`src/rtl/sdram_page_seq.sv`:
```
module sdram_page_seq #(
  parameter int ROW_W   = 12,
  parameter int COL_W   = 8,
  parameter int BANK_W  = 2,
  parameter int DATA_W  = 16,
  parameter int MAX_OPS = 4,
  parameter int GAP_W   = 3,
  parameter int T_RCD   = 2,
  parameter int T_CDL   = 1,
  parameter int T_RDL   = 2
) (
  input  logic                     clk,
  input  logic                     rst_n,
  input  logic                     cas3,
  input  logic                     req_valid,
  input  logic [BANK_W-1:0]        req_bank,
  input  logic [ROW_W-1:0]         req_row,
  input  logic [$clog2(MAX_OPS)-1:0] req_last,
  input  logic [MAX_OPS-1:0]       req_wr,
  input  logic [MAX_OPS*COL_W-1:0] req_col,
  input  logic [MAX_OPS*GAP_W-1:0] req_gap,
  input  logic [GAP_W-1:0]         req_pgap,
  input  logic [DATA_W-1:0]        wdata,
  output logic                     req_ready,
  output logic                     done,
  output logic                     cke,
  output logic                     cs_n,
  output logic                     ras_n,
  output logic                     cas_n,
  output logic                     we_n,
  output logic [BANK_W-1:0]        ba,
  output logic [ROW_W-1:0]         addr,
  output logic                     dqm,
  output logic                     dq_oe,
  output logic [DATA_W-1:0]        dq_out,
  output logic [$clog2(MAX_OPS)-1:0] wr_op,
  output logic [1:0]               wr_beat
  ,output logic                    rd_valid
);
  localparam int OPI_W = $clog2(MAX_OPS);
  localparam int CNT_W = 6;
  localparam logic [3:0] C_ACT = 4'b0011, C_RD = 4'b0101, C_WR = 4'b0100,
                         C_PRE = 4'b0010, C_NOP = 4'b0111;

  typedef enum logic [2:0] {S_IDLE, S_ACTW, S_COLW, S_PRES, S_DONE} st_t;

  st_t st;
  logic [CNT_W-1:0]         cnt, gap_after;
  logic [OPI_W-1:0]         opi, iss, iss_n, bop;
  logic [2:0]               bleft;
  logic                     bwr;
  logic [BANK_W-1:0]        l_bank;
  logic [OPI_W-1:0]         l_last;
  logic [MAX_OPS-1:0]       l_wr;
  logic [MAX_OPS*COL_W-1:0] l_col;
  logic [MAX_OPS*GAP_W-1:0] l_gap;
  logic [GAP_W-1:0]         l_pgap;
  logic [3:0]               cmd_q;
  logic                     cke_q, dqm_q, done_q, pre_win;
  logic [2:0]               slot_d;
  logic [1:0]               dqm_h;
  int                       g, p;

  assign iss   = (st == S_ACTW) ? opi : OPI_W'(opi + 1'b1);
  assign iss_n = OPI_W'(iss + 1'b1);

  always_comb begin
    g = int'(l_gap[iss*GAP_W +: GAP_W]);
    if (g < T_CDL) g = T_CDL;
    if (l_wr[iss_n] && !l_wr[iss] && g < 4) g = 4;
    p = int'(l_pgap);
    if (l_wr[iss]) begin
      if (p < T_RDL) p = T_RDL;
    end else if (p < 4) p = 4;
    if (p < 1) p = 1;
    gap_after = (iss == l_last) ? CNT_W'(p) : CNT_W'(g);
  end

  assign pre_win = (st == S_COLW) && (opi != l_last) && l_wr[iss] && !l_wr[opi] &&
                   (cnt >= CNT_W'(2)) && (cnt <= CNT_W'(4));

  always_ff @(posedge clk) begin
    if (!rst_n) begin
      st     <= S_IDLE;
      cnt    <= '0;
      opi    <= '0;
      bop    <= '0;
      bleft  <= '0;
      bwr    <= 1'b0;
      l_bank <= '0;
      l_last <= '0;
      l_wr   <= '0;
      l_col  <= '0;
      l_gap  <= '0;
      l_pgap <= '0;
      cmd_q  <= C_NOP;
      ba     <= '0;
      addr   <= '0;
      cke_q  <= 1'b0;
      dqm_q  <= 1'b0;
      done_q <= 1'b0;
      slot_d <= '0;
      dqm_h  <= '0;
    end else begin
      cke_q  <= 1'b1;
      cmd_q  <= C_NOP;
      dqm_q  <= 1'b0;
      done_q <= 1'b0;
      slot_d <= {slot_d[1:0], (bleft != 3'd0) && !bwr};
      dqm_h  <= {dqm_h[0], dqm_q};
      if (bleft != 3'd0) bleft <= bleft - 3'd1;
      case (st)
        S_IDLE: if (req_valid) begin
          l_bank <= req_bank;
          l_last <= req_last;
          l_wr   <= req_wr;
          l_col  <= req_col;
          l_gap  <= req_gap;
          l_pgap <= req_pgap;
          cmd_q  <= C_ACT;
          ba     <= req_bank;
          addr   <= req_row;
          cnt    <= CNT_W'(T_RCD);
          opi    <= '0;
          st     <= S_ACTW;
        end
        S_ACTW, S_COLW: begin
          if (cnt == CNT_W'(1)) begin
            ba <= l_bank;
            if (st == S_COLW && opi == l_last) begin
              cmd_q <= C_PRE;
              addr  <= '0;
              bleft <= '0;
              dqm_q <= bwr && (bleft > 3'd1);
              st    <= S_PRES;
            end else begin
              cmd_q <= l_wr[iss] ? C_WR : C_RD;
              addr  <= ROW_W'(l_col[iss*COL_W +: COL_W]);
              cnt   <= gap_after;
              opi   <= iss;
              bop   <= iss;
              bleft <= 3'd4;
              bwr   <= l_wr[iss];
              st    <= S_COLW;
            end
          end else begin
            cnt   <= cnt - CNT_W'(1);
            dqm_q <= pre_win;
          end
        end
        S_PRES: begin
          done_q <= 1'b1;
          st     <= S_DONE;
        end
        default: st <= S_IDLE;
      endcase
    end
  end

  assign {cs_n, ras_n, cas_n, we_n} = cmd_q;
  assign cke       = cke_q;
  assign dqm       = dqm_q;
  assign done      = done_q;
  assign req_ready = (st == S_IDLE);
  assign dq_oe     = (bleft != 3'd0) && bwr;
  assign dq_out    = dq_oe ? wdata : '0;
  assign wr_op     = bop;
  assign wr_beat   = 2'(3'd4 - bleft);
  assign rd_valid  = (cas3 ? slot_d[2] : slot_d[1]) && !dqm_h[1];
endmodule


```
`config.mk`:
```
export PLATFORM = sky130hd
export DESIGN_NAME = sdram_page_seq
export DESIGN_NICKNAME = d
export VERILOG_FILES = /design/src/rtl/sdram_page_seq.sv
export SDC_FILE = /design/constraint.sdc
export NUM_CORES = 1
export LEC_CHECK = 0
export BUFFER_PORTS_ARGS = -buffer_cell sky130_fd_sc_hd__buf_4
export CELL_PAD_IN_SITES_DETAIL_PLACEMENT = 1
export CELL_PAD_IN_SITES_GLOBAL_PLACEMENT = 1
export CORE_MARGIN = 4
export CORE_UTILIZATION = 38
export CTS_CLUSTER_DIAMETER = 30
export DETAILED_ROUTE_END_ITERATION = 8
export PLACE_DENSITY = 0.91
export SLEW_MARGIN = 30
export SYNTH_ARGS = -nofsm -noshare
export SYNTH_HDL_FRONTEND = slang
export SYNTH_SLANG_ARGS = --single-unit
```
`constraint.sdc`:
```
create_clock -name clk -period 2.8 [get_ports clk]
set_input_delay 0.14 -clock clk [delete_from_list [all_inputs] [get_ports clk]]
set_output_delay 0.14 -clock clk [all_outputs]
set_load 0.01 [all_outputs]
```
# Word level (Yosys, flattened, before mapping)
# Index checks and enable logic that the tools add are counted.
# Widths: inputs -> output; s select.
[totals]
reg_bits = 98
input_bits = 87
out_inout_bits = 44
elab_cells = 126
[op_classes]
n_addsub = 5
mul = 1
n_lt_le_gt_ge = 11
n_eq_ne = 11
shifts = 2
mux = 48
bitwise_logic = 1
n_reduce_logical = 27
[op_table]
columns = ["operator", "count"]
rows = [
  ["$mux 3", 13],
  ["$mux 6", 6],
  ["$lt 32x2->1 const B", 1],
  ["$lt 32x4->1 const B", 1],
  ["$shiftx 32x6->8", 1],
  ["$mux 12", 2],
  ["$pmux 12 s2", 1],
  ["$mux 16", 1],
  ["$logic_and 1x1->1", 12],
  ["$mux 2", 6],
  ["$pmux 6 s2", 1],
  ["$shiftx 12x5->3", 1],
  ["$mux 1", 10],
  ["$lt 2x3->1 const B", 3],
  ["$pmux 3 s3", 1],
  ["$reduce_and 3->1", 3],
  ["$mux 8", 1],
  ["$pmux 2 s2", 2],
  ["$bmux 1 s2", 3],
  ["$eq 3x2->1 const B", 2],
  ["$eq 6x1->1 const B", 1],
  ["$ge 6x2->1 const B", 1],
  ["$le 6x3->1 const B", 1],
  ["$ne 2x2->1 const B", 3],
  ["other kinds (22)", 29],
]

# Longest topological paths before layout
# Gate-level depths: netlist of the first run.
[depth]
ltp_word = 13
mapped_depth = 9
ltp_nobuf = 8

# Least setup slack after synthesis of the first run
# Ideal clock, no wire load.
[synth_timing]
kind = "flip-flop to flip-flop"
startpoint = "register st[2]"
endpoint = "register addr[0]"
setup_time_ns = 0.123
t_arrival_ns = 2.175
required_time_ns = 2.677
slack_ns = 0.502
path_stages_with_launch = 8
path_buffers = 1
period_less_slack_ns = 2.298
cell_sequence = "dfxtp_1 or3b_1 buf_6 nand2_1 xor2_4 mux4_1 a221oi_1 nor2_1"
[synth_via]
elab_chain_cells = 6
word_cells_on_any_way = 14
cone_classes = "4 x eq/ne; 1 x shift; 4 x mux; 5 x reduce/logical"
[synth_rtl]
columns = ["element", "line", "text"]
rows = [
  ["start, declared", "47", "st_t st;"],
  ["start signal, assigned", "84", "st <= S_IDLE;"],
  ["start signal, assigned", "125", "st <= S_ACTW;"],
  ["start signal, assigned", "135", "st <= S_PRES;"],
  ["$eq 3x1->1", "64, 112", ""],
  ["$mux 2", "64", "assign iss = (st == S_ACTW) ? opi : OPI_W'(opi + 1'b1);"],
  ["$shiftx 32x6->8", "138", "addr <= ROW_W'(l_col[iss*COL_W +: COL_W]);"],
  ["$mux 8", "130", "if (st == S_COLW && opi == l_last) begin"],
  ["$mux 12", "128", "if (cnt == CNT_W'(1)) begin"],
  ["$pmux 12 s2", "112", "case (st)"],
  ["end signal, assigned", "122", "addr <= req_row;"],
  ["end signal, assigned", "138", ""],
  ["end, declared", "32", "output logic [ROW_W-1:0] addr,"],
]
# Parallel ways exist; a longest one is shown, timed or not. The select of a mux whose other input is x is not followed.
# A chain may end at the register's enable or synchronous reset.

# Final worst setup path of the first run
[layout_timing]
startpoint = "register st[1]"
endpoint = "register addr[1]"
# Same word-level chain as after synthesis.

==> key figures, run 1 <==
Timing
  • RSZ-0062 raised after global routing: no
  • Highest Clock Rate: 386 MHz
  • Hold slack: approximately 0.02 ns
  • Post-layout min period: roughly 2.6 ns
  • Final hold vios: 0
  • Layout Skew: around 0.012 ns
  • Final period utilization: between 90% and 100%
  • Final setup violating endpoints: 0
  • Setup TNS: 0 ns
  • Pins Over Slew Limit: 0
  • Actual transition at the worst max-transition pin: ~0.74 ns
  • Slew headroom: 50.8%

Placed design
  • Hpwl dp: 11600 um
  • Placed instance count: ~810
  • Placed Area: approximately 0.0057 mm2
  • Final Wtd Congestion: ~0.89
  • IO buf count: about 130

Setup path
  • CP Buf/Inv Count: 0
  • CP Cell Sequence: or3b_1 -> nand2_1 -> xor2_4 -> mux4_1 -> a221oi_1 -> nor2_1
  • CP Max Fanout: 11
  • Critical path's top delay family: simple AND/OR/NAND/NOR gates
  • Critical-path top delay cell: mux4_1
  • CP max stage delay: 0.60 ns
  • CP arrival: roughly 2.8 ns
  • Setup slack, reg-to-reg: about 0.21 ns
  • CP endpoint kind: register
  • Crit path required time: just over 3 ns
  • WS Path Type: register to register
  • Worst Setup Start Kind: register

Final layout
  • Number of fill cells in the layout: ~1400
  • Area Overhead vs Synth: 28.5%
  • Util after Layout: about half
  • Nets: between 700 and 800
  • Final instance area: 0.00601 mm2
  • Ratio of cells with drive above 1 in the final layout: between 20% and 30%
  • Finished Layout Cells: ~830
  • ANT cells: 0

CTS
  • Sink Count: between 90 and 100
  • Post-CTS resize count: 0
  • CTS H-tree lvls: 3
  • Clock transition at path regs: around 0.080 ns
  • Hold-fix buffers, CTS: 0
  • Maximum clock insertion buffer count: 2
  • CTS Buf Count: 9
  • Post-CTS Setup Bufs: 0
  • CTS tree: done
  • Root buffer cell: clkbuf_16
  • Clk_lat worst skew: between 0.3 and 0.4 ns

Hold path
  • Worst min path class: input port to register

Routing
  • Antenna Nets Post-Route: 0
  • DR pass1 iterations: 4
  • DRC Markers: 0
  • Initial DRC Count: ~400
  • WL/cell: slightly below 20 um
  • Vias per cell: about 5.6
  • Via count: roughly 4700
  • Final wirelength: approximately 16000 um

Outcome
  • Outcome: finished clean

Synthesis
  • Mapped Area: between 0.004 and 0.005 mm2
  • Syn Nets: ~660
  • Ys Warns: 0
  • EDFF count, synth: 0
  • Unique cell type count in the Yosys netlist: 66
  • Avg Cell Area, Syn: slightly above 8 um2
  • Yosys top cell by area: dfxtp_1
  • Post-Syn Instances: approximately 570
  • Synth Register Bits: between 90 and 100
  • Register area share after synthesis: roughly 42%
  • Async set-reset flop share out of synthesis: 0%
  • Top cell type's share of synthesized area: between 40% and 50%
  • Primary FF master, synth: dfxtp_1
  • Largest cells by area after synthesis: dfxtp_1 42%, nand2_1 12%, a21oi_1 7.8%

Die
  • # rows: 40
  • Io pins: between 100 and 150
  • Initial Util: between 30% and 40%
  • Die W: ~120 um
  • Die Height: 119 um
  • Core box area: 0.0120 mm2
  • Die footprint: about 0.014 mm2

Pwr
  • Worst-case vdd ir drop: ~0.31 mV
  • Pwr Density: between 800 and 900 mW/mm2
  • LEAKAGE: between 2 and 3 nW

Run
  • Max-cap viol count: 0

Global route
  • Antenna violations before repair: 0
  • GRT Resource Usage Total: a little under a quarter
  • First-pass GRT wire length: 25900 um
  • Number of global-route vias before repair: slightly below 5000
  • Global route overflow: 0
  • Largest net degree at the start of global routing: 56
## Yosys cell counts, types with 3 or more instances
cell type,n
nand3_1,6
nor2_1,27
xnor2_1,5
nand4_1,3
nand2_1,146
o2111ai_1,3
mux2_2,4
and2_1,6
buf_2,7
nor3_1,14
buf_4,5
nand2b_1,7
nor4_1,4
o21ai_0,16
o221a_2,3
inv_1,7
mux2i_1,5
mux4_2,4
dfxtp_1,97
o22ai_1,4
a21oi_1,73
nor2b_1,4
ha_1,6
nor3b_1,4
a221oi_1,8
clkbuf_1,31
and3_1,18
mux4_1,5
## through the flow
stage               setup slack [ns]  power (mW)
detailed placement             0.266        4.00
CTS                            0.206        5.28
global placement               0.402        3.84
global route                  0.0845        5.60
floorplan                      0.502        3.30
finish                         0.208        5.30
## path summary, 6_finish.rpt
check               from         to  depth (start not counted)
max reg2reg        st[1]    addr[1]                          6
min          req_col[22]  l_col[22]                          3
min reg2reg    slot_d[0]  slot_d[1]                          1
max                st[1]    addr[1]                          6
## placed cells by master (no fill, tap or decap), types with 6 or more instances in the layout
cell         n
a21oi_1     72
a221oi_1     8
and3_1      18
buf_4      139
clkbuf_16    9
dfxtp_1     97
ha_1         6
inv_1        7
nand2_1    145
nand2b_1     7
nand3_1      6
nor2_1      27
nor3_1      14
o21ai_0     16
## per-layer routing
layer	up-vias	routed length (um)	global-route usage [%]
li1	2197	-	-
met2	158	8140	38.5
met4	0	490	9.41
met1	2269	6820	28.5
met3	36	862	4.32
met5	-	0	0
## registers in the layout, indices dropped and copies added (netlist names)
register and cells:
l_col 32, addr 12, l_gap 12, cnt 6, l_wr 4, bleft 3, cmd_q 3, l_pgap 3
slot_d 3, st 3, ba 2, dqm_h 2, l_bank 2, l_last 2, opi 2, wr_op 2
bwr 1, cke 1, done 1, dqm 1
## tightest hold or removal path, stage by stage
cell and delay, ns:
buf_4 0.11, nand2_1 0.04, a21oi_1 0.05
## where the power goes
| group | internal, mW | switching (mW) | total [mW] |
|---|---|---|---|
| clock network | 0.628 | 0.622 | 1.25 |
| logic | 0.855 | 1.31 | 2.17 |
| registers | 1.65 | 0.233 | 1.88 |
| total | 3.13 | 2.17 | 5.30 |
## final cells by class
class | count | area [um2] | area share [%]
clock buffers | 9 | 225 | 3.75
clock inverters | 7 | 75.1 | 1.25
multi-input cells | 420 | 2510 | 41.8
repair buffers | 139 | 1040 | 17.4
inverters | 8 | 30.0 | 0.499
well taps | 147 | 184 | 3.06
flip-flops and latches | 97 | 1940 | 32.3
## logic make-up (layout without fill, tap and decap cells)
kind of cell	Yosys count	in the layout	synth area share [%]
AND/OR/NAND/NOR	253	253	24.9
other	1	1	0.0802
AO/OA/AOI/OAI	131	131	17.3
buffers and inverters	52	163	4.92
XOR/XNOR	10	10	2.60
multiplexers	19	19	7.09
adder cells (fa/ha/maj)	6	6	1.61
flip-flops	97	97	41.5
(Power assumes the default switching activity.)
==> run 2, diff against run 1 <==
--- a/config.mk
+++ b/config.mk
@@ -13,6 +13,7 @@
 export CTS_CLUSTER_DIAMETER = 30
 export DETAILED_ROUTE_END_ITERATION = 8
 export PLACE_DENSITY = 0.91
+export RECOVER_POWER = 25
 export SLEW_MARGIN = 30
 export SYNTH_ARGS = -nofsm -noshare
 export SYNTH_HDL_FRONTEND = slang
==> run 2 against run 1 <==
- first-iteration DRC count decreased by 13%
- critical path depth unchanged
- die area unchanged
- global-route usage unchanged
- final cell count unchanged
- register-to-register slack about the same
- total power decreased by 1.2%
- flip-flop and latch count unchanged
- maximum frequency decreased by 0.36%
- critical endpoint unchanged
- largest cell class unchanged
- largest power group unchanged
- highest routed layer unchanged
==> key figures, run 2 (synthesis gave the netlist of run 1 again) <==
Outcome
  • Outcome: finished clean (unchanged)

Pwr
  • P_sw: 2.17 mW (about the same)
  • Logic pwr share: 40.2% (was 40.9%)
  • Sw frac: 41.5% (was 40.9%)
  • Pwr Density: 885 mW/mm2 (was 881 mW/mm2)
  • Power share of the sequential group: 35.9% (was 35.5%)
  • LEAKAGE: 2.50 nW (was 2.60 nW)
  • Clock network power share: 24.0% (was 23.6%)
  • P_int: 3.06 mW (was 3.13 mW)
  • Worst-case vdd ir drop: 0.315 mV (was 0.314 mV)

Global route
  • Number of global-route vias before repair: 4857 (unchanged)
  • Antenna violations before repair: 0 (unchanged)
  • GRT Resource Usage Total: 22.8% (unchanged)
  • First-pass GRT wire length: 25900 um (unchanged)
  • Largest net degree at the start of global routing: 56 (unchanged)
  • Global route overflow: 0 (unchanged)

Final layout
  • ANT cells: 0 (unchanged)
  • Most common cell after layout, fill and taps aside: nand2_1 (unchanged)
  • Top Registers: l_col x32, addr x12, l_gap x12 (unchanged)
  • Finished Layout Cells: 827 (unchanged)
  • Area Overhead vs Synth: 26.4% (was 28.5%)
  • Final instance area: 0.00591 mm2 (was 0.00601 mm2)
  • Largest Register: l_col (unchanged)
  • Ratio of cells with drive above 1 in the final layout: 22.8% (was 26.9%)
  • Largest register FFs: 32 (unchanged)
  • Nets: 768 (unchanged)
  • Util after Layout: 49.2% (was 50.1%)
  • Most frequent cells in the layout: 145 x nand2_1, 113 x buf_4, 97 x dfxtp_1 (was 145 x nand2_1, 139 x buf_4, 97 x dfxtp_1)

Placed design
  • Hpwl dp: 11600 um (unchanged)
  • Pre-CTS setup slack: 0.266 ns (unchanged)
  • Placed instance count: 811 (unchanged)
  • IO buf count: 129 (unchanged)
  • Final Wtd Congestion: 0.893 (unchanged)
  • Placed Area: 0.00571 mm2 (unchanged)

CTS
  • Clock transition at path regs: 0.08 ns (about the same)
  • Root buffer cell: clkbuf_16 (unchanged)
  • Sink Count: 97 (unchanged)
  • Post-CTS Setup Bufs: 0 (unchanged)
  • CTS H-tree lvls: 3 (unchanged)
  • CTS tree: done (unchanged)
  • CTS Buf Count: 9 (unchanged)
  • Hold-fix buffers, CTS: 0 (unchanged)
  • Maximum clock insertion buffer count: 2 (unchanged)
  • Post-CTS resize count: 0 (unchanged)
  • Clk_lat worst skew: 0.36 ns (about the same)

Hold path
  • Hold path start: req_col[22] (unchanged)
  • Hold Path End: l_col[22] (unchanged)
  • Hold Crit Depth: 3 (unchanged)
  • Worst min path class: input port to register (unchanged)

Setup path
  • Critical path's top delay family: simple AND/OR/NAND/NOR gates (unchanged)
  • CP Max Fanout: 11 (unchanged)
  • Crit path required time: 3.04 ns (about the same)
  • Worst Reg2Reg Path Length in Cells: 6 (unchanged)
  • Setup slack, reg-to-reg: 0.20 ns (was 0.21 ns)
  • CP endpoint kind: register (unchanged)
  • CP arrival: 2.84 ns (was 2.83 ns)
  • Worst R2R Start: st[1] (unchanged)
  • WS Path Type: register to register (unchanged)
  • Critical-path top delay cell: mux4_1 (unchanged)
  • Worst Setup Start Kind: register (unchanged)
  • CP Buf/Inv Count: 0 (unchanged)
  • CP max stage delay: 0.60 ns (about the same)
  • CP Cell Sequence: or3b_1 -> nand2_1 -> xor2_4 -> mux4_1 -> a221oi_1 -> nor2_1 (unchanged)
  • WP depth: 6 (unchanged)
  • Reg2reg end: addr[1] (unchanged)

Routing
  • WL/cell: 19.8 um (was 19.7 um)
  • Final wirelength: 16400 um (was 16300 um)
  • Via count: 4653 (was 4660)
  • Vias per cell: 5.63 (about the same)
  • DRC Markers: 0 (unchanged)
  • Antenna Nets Post-Route: 0 (unchanged)
  • Initial DRC Count: 348 (was 401)
  • DR pass1 iterations: 6 (was 4)

Timing
  • Layout Skew: 0.0126 ns (was 0.0122 ns)
  • Final setup violating endpoints: 0 (unchanged)
  • Post-layout min period: 2.60 ns (was 2.59 ns)
  • Setup TNS: 0 ns (unchanged)
  • Final Worst Setup Slack: 0.199 ns (was 0.208 ns)
  • RSZ-0062 raised after global routing: no (unchanged)
  • Final period utilization: 92.9% (was 92.6%)
  • Slew headroom: 9.04% (was 50.8%)
  • Highest Clock Rate: 384 MHz (was 386 MHz)
  • Pins Over Slew Limit: 0 (unchanged)
  • Final hold vios: 0 (unchanged)
  • Actual transition at the worst max-transition pin: 1.36 ns (was 0.737 ns)

Die
  • # rows: 40 (unchanged)
  • Initial Util: 38.9% (unchanged)
  • Die W: 119 um (unchanged)
  • Die Height: 119 um (unchanged)
  • Io pins: 131 (unchanged)
  • Die footprint: 0.0141 mm2 (unchanged)
  • Core box area: 0.0120 mm2 (unchanged)

Run
  • Max-cap viol count: 0 (unchanged)
## run 2: cell count changes in the layout (fill, tap and decap cells not counted)
cell      before  now
and2_0         0    2
and2_1         5    3
buf_4        139  113
clkbuf_1       0   26
inv_1          7    8
inv_2          1    0
nor2_1        27   28
nor2_2         1    0
## run 2: worst register-to-register path, cell delays in order, from the launching register on
cell      delay [ns]
dfxtp_1         0.41
or3b_1          0.46
nand2_1         0.18
xor2_4          0.37
mux4_1          0.60
a221oi_1        0.35
nor2_1          0.11
## run 2: power groups by stage
stage	logic (mW)	clock network (mW)	registers, mW
4_1_cts	2.15	1.26	1.87
6_report	2.10	1.25	1.88
3_5_place_dp	2.10	0	1.90
3_3_place_gp	1.97	0	1.87
5_1_grt	2.30	1.32	1.91
2_1_floorplan	1.46	0	1.83
## run 2: layout make-up
type	count	area (um2)
flip-flops and latches	97	1940
well taps	147	184
multi-input cells	420	2510
fillers	1466	6100
repair buffers	139	946
inverters	8	30.0
clock inverters	7	75.1
clock buffers	9	225
## run 2: per-stage QoR
| step | power (mW) | hold WS [ns] |
|---|---|---|
| after floorplan | 3.30 | 0.168 |
| after global placement | 3.84 | 0.392 |
| after detailed placement | 4.00 | 0.397 |
| after CTS | 5.28 | 0.0194 |
| after global routing | 5.53 | 0.0283 |
| final | 5.23 | 0.0191 |
## run 2: worst max-delay path by stage
stage,startpoint,end,slack [ns]
finish,st[1],addr[1],0.20
global placement,st[1],addr[3],0.40
CTS,st[1],addr[3],0.21
detailed placement,st[1],addr[2],0.27
floorplan,st[2],addr[0],0.50
global route,opi[0],opi[1],0.04
## run 2: layer usage
layer	vias to the layer above	global-route usage, %	routed length (um)
li1	2197	-	-
met1	2258	28.5	6990
met2	161	38.5	8080
met3	37	4.32	829
met4	0	9.41	489
met5	-	0	0
==> run 3, diff against run 2 <==
--- a/config.mk
+++ b/config.mk
@@ -9,10 +9,10 @@
 export CELL_PAD_IN_SITES_DETAIL_PLACEMENT = 1
 export CELL_PAD_IN_SITES_GLOBAL_PLACEMENT = 1
 export CORE_MARGIN = 4
-export CORE_UTILIZATION = 38
-export CTS_CLUSTER_DIAMETER = 30
+export CORE_UTILIZATION = 35
+export CTS_CLUSTER_DIAMETER = 100
 export DETAILED_ROUTE_END_ITERATION = 8
-export PLACE_DENSITY = 0.91
+export PLACE_DENSITY = 0.85
 export RECOVER_POWER = 25
 export SLEW_MARGIN = 30
 export SYNTH_ARGS = -nofsm -noshare
==> run 3 against run 2 <==
- final cell count increased by 2.9%
- sequential share of layout area about the same
- flip-flop and latch count is the same
- sequential power about the same
- via count decreased by 2.7%
- first-iteration DRC count fell by 29%
- combinational power down 3%
- maximum frequency grew 5.6%
- die area rose by 8.0%
- critical path type unchanged
- critical endpoint is now addr[0]
==> key figures, run 3 (synthesis gave the netlist of run 1 again) <==
Outcome
  • Outcome: finished clean (unchanged)

Global route
  • Global route overflow: 0 (unchanged)
  • Antenna violations before repair: 0 (unchanged)
  • Number of global-route vias before repair: 4758 (was 4857)
  • GRT Resource Usage Total: 20.0% (was 22.8%)
  • First-pass GRT wire length: 23900 um (was 25900 um)
  • Largest net degree at the start of global routing: 73 (was 56)

Setup path
  • WS Path Type: register to register (unchanged)
  • Reg2reg end: addr[0] (was addr[1])
  • CP arrival: 2.70 ns (was 2.84 ns)
  • Worst Setup Start Kind: register (unchanged)
  • Crit path required time: 3.03 ns (was 3.04 ns)
  • Setup slack, reg-to-reg: 0.34 ns (was 0.20 ns)
  • Worst Reg2Reg Path Length in Cells: 5 (was 6)
  • CP endpoint kind: register (unchanged)
  • CP Max Fanout: 16 (was 11)
  • Worst R2R Start: opi[0] (was st[1])

Die
  • Core box area: 0.0128 mm2 (was 0.0120 mm2)
  • Initial Util: 36.5% (was 38.9%)
  • Io pins: 131 (unchanged)
  • Die footprint: 0.0153 mm2 (was 0.0141 mm2)
  • # rows: 41 (was 40)
  • Die Height: 124 um (was 119 um)
  • Die W: 124 um (was 119 um)

Timing
  • Final hold vios: 0 (unchanged)
  • Setup TNS: 0 ns (unchanged)
  • Post-layout min period: 2.46 ns (was 2.60 ns)
  • Final period utilization: 88.0% (was 92.9%)
  • Final setup violating endpoints: 0 (unchanged)
  • Actual transition at the worst max-transition pin: 1.24 ns (was 1.36 ns)
  • Slew headroom: 17.5% (was 9.04%)
  • Highest Clock Rate: 406 MHz (was 384 MHz)
  • RSZ-0062 raised after global routing: no (unchanged)
  • Pins Over Slew Limit: 0 (unchanged)
  • Layout Skew: 0.0112 ns (was 0.0126 ns)

Placed design
  • IO buf count: 129 (unchanged)
  • Hpwl dp: 11600 um (about the same)
  • Placed Area: 0.00573 mm2 (was 0.00571 mm2)
  • Final Wtd Congestion: 0.865 (was 0.893)

Pwr
  • P_sw: 2.06 mW (was 2.17 mW)
  • Power share of the sequential group: 36.7% (was 35.9%)
  • Logic pwr share: 39.9% (was 40.2%)
  • Pwr Density: 863 mW/mm2 (was 885 mW/mm2)
  • Clock network power share: 23.4% (was 24.0%)
  • Worst-case vdd ir drop: 0.319 mV (was 0.315 mV)
  • P_int: 3.05 mW (was 3.06 mW)
  • Pwr Total: 5.11 mW (was 5.23 mW)
  • Sw frac: 40.3% (was 41.5%)
  • LEAKAGE: 2.49 nW (was 2.50 nW)

CTS
  • CTS H-tree lvls: 3 (unchanged)
  • Clock transition at path regs: 0.08 ns (about the same)
  • CTS Buf Count: 9 (unchanged)
  • Root buffer cell: clkbuf_16 (unchanged)
  • Post-CTS resize count: 0 (unchanged)
  • CTS tree: done (unchanged)
  • Maximum clock insertion buffer count: 2 (unchanged)
  • Hold-fix buffers, CTS: 0 (unchanged)
  • Clk_lat worst skew: 0.35 ns (was 0.36 ns)
  • Sink Count: 97 (unchanged)
  • Post-CTS Setup Bufs: 0 (unchanged)

Routing
  • DR pass1 iterations: 4 (was 6)
  • Vias per cell: 5.32 (was 5.63)
  • Antenna Nets Post-Route: 0 (unchanged)
  • WL/cell: 18.0 um (was 19.8 um)
  • DRC Markers: 0 (unchanged)
  • Initial DRC Count: 246 (was 348)
  • Via count: 4526 (was 4653)
  • Final wirelength: 15300 um (was 16400 um)

Final layout
  • Ratio of cells with drive above 1 in the final layout: 22.8% (about the same)
  • Largest register FFs: 32 (unchanged)
  • Nets: 767 (was 768)
  • Most frequent cells in the layout: 146 x nand2_1, 111 x buf_4, 96 x dfxtp_1 (was 145 x nand2_1, 113 x buf_4, 97 x dfxtp_1)
  • Largest Register: l_col (unchanged)
  • Top Registers: l_col x32, addr x12, l_gap x12 (unchanged)
  • Area Overhead vs Synth: 26.5% (was 26.4%)
  • Number of fill cells in the layout: 1580 (was 1466)
  • Final instance area: 0.00591 mm2 (about the same)
  • Most common cell after layout, fill and taps aside: nand2_1 (unchanged)
  • ANT cells: 0 (unchanged)

Hold path
  • Hold Crit Depth: 3 (unchanged)
  • Hold path start: req_col[7] (was req_col[22])
  • Worst min path class: input port to register (unchanged)
  • Hold Path End: l_col[7] (was l_col[22])

Run
  • Max-cap viol count: 0 (unchanged)
==> run 3: how the worst max path moves through the flow <==
| stage | startpoint | endpoint | cells after the start |
|---|---|---|---|
| after CTS | opi[1] | cnt[1] | 6 |
| after floorplan | st[2] | addr[0] | 7 |
| after detailed placement | opi[1] | cnt[1] | 6 |
| final | opi[0] | addr[0] | 5 |
| after global routing | opi[0] | addr[4] | 5 |
| after global placement | opi[1] | cnt[0] | 6 |
==> run 3: routing by layer <==
metal | GRT usage [%] | routed length, um
met5 | 0 | 0
met4 | 9.13 | 426
met3 | 3.59 | 902
met2 | 32.3 | 7570
met1 | 25.9 | 6430
==> run 3: cell type report <==
| class | instances | area (um2) | share of cell area [%] |
|---|---|---|---|
| clock buffer | 9 | 225 | 3.81 |
| sequential | 97 | 1940 | 32.9 |
| clock inverter | 7 | 56.3 | 0.952 |
| timing repair buffer | 138 | 935 | 15.8 |
| inverter | 8 | 30.0 | 0.508 |
| tap | 172 | 215 | 3.64 |
| multi-input combinational | 420 | 2510 | 42.4 |
==> run 3: through the flow <==
stage	util (%)	instances	hold WS [ns]	setup slack [ns]
after floorplan	-	569	0.168	0.502
after detailed placement	44.7	835	0.401	0.198
after CTS	46.9	851	0.0243	0.199
after global placement	44.7	835	0.392	0.420
after global routing	46.1	851	0.0321	0.166
final	46.1	851	0.0290	0.337
==> run 3: critical path: stages (launching register included) <==
cell      delay (ns)
dfxtp_1         0.67
nand2_1         0.24
xor2_4          0.40
mux4_1          0.64
a221oi_1        0.31
nor2_1          0.09
==> run 3: power groups by stage <==
stage,clock network (mW),logic [mW],registers [mW]
after floorplan,0,1.46,1.83
after global placement,0,1.97,1.88
after detailed placement,0,2.10,1.90
after CTS,1.22,2.12,1.87
after global routing,1.29,2.26,1.91
final,1.20,2.04,1.87
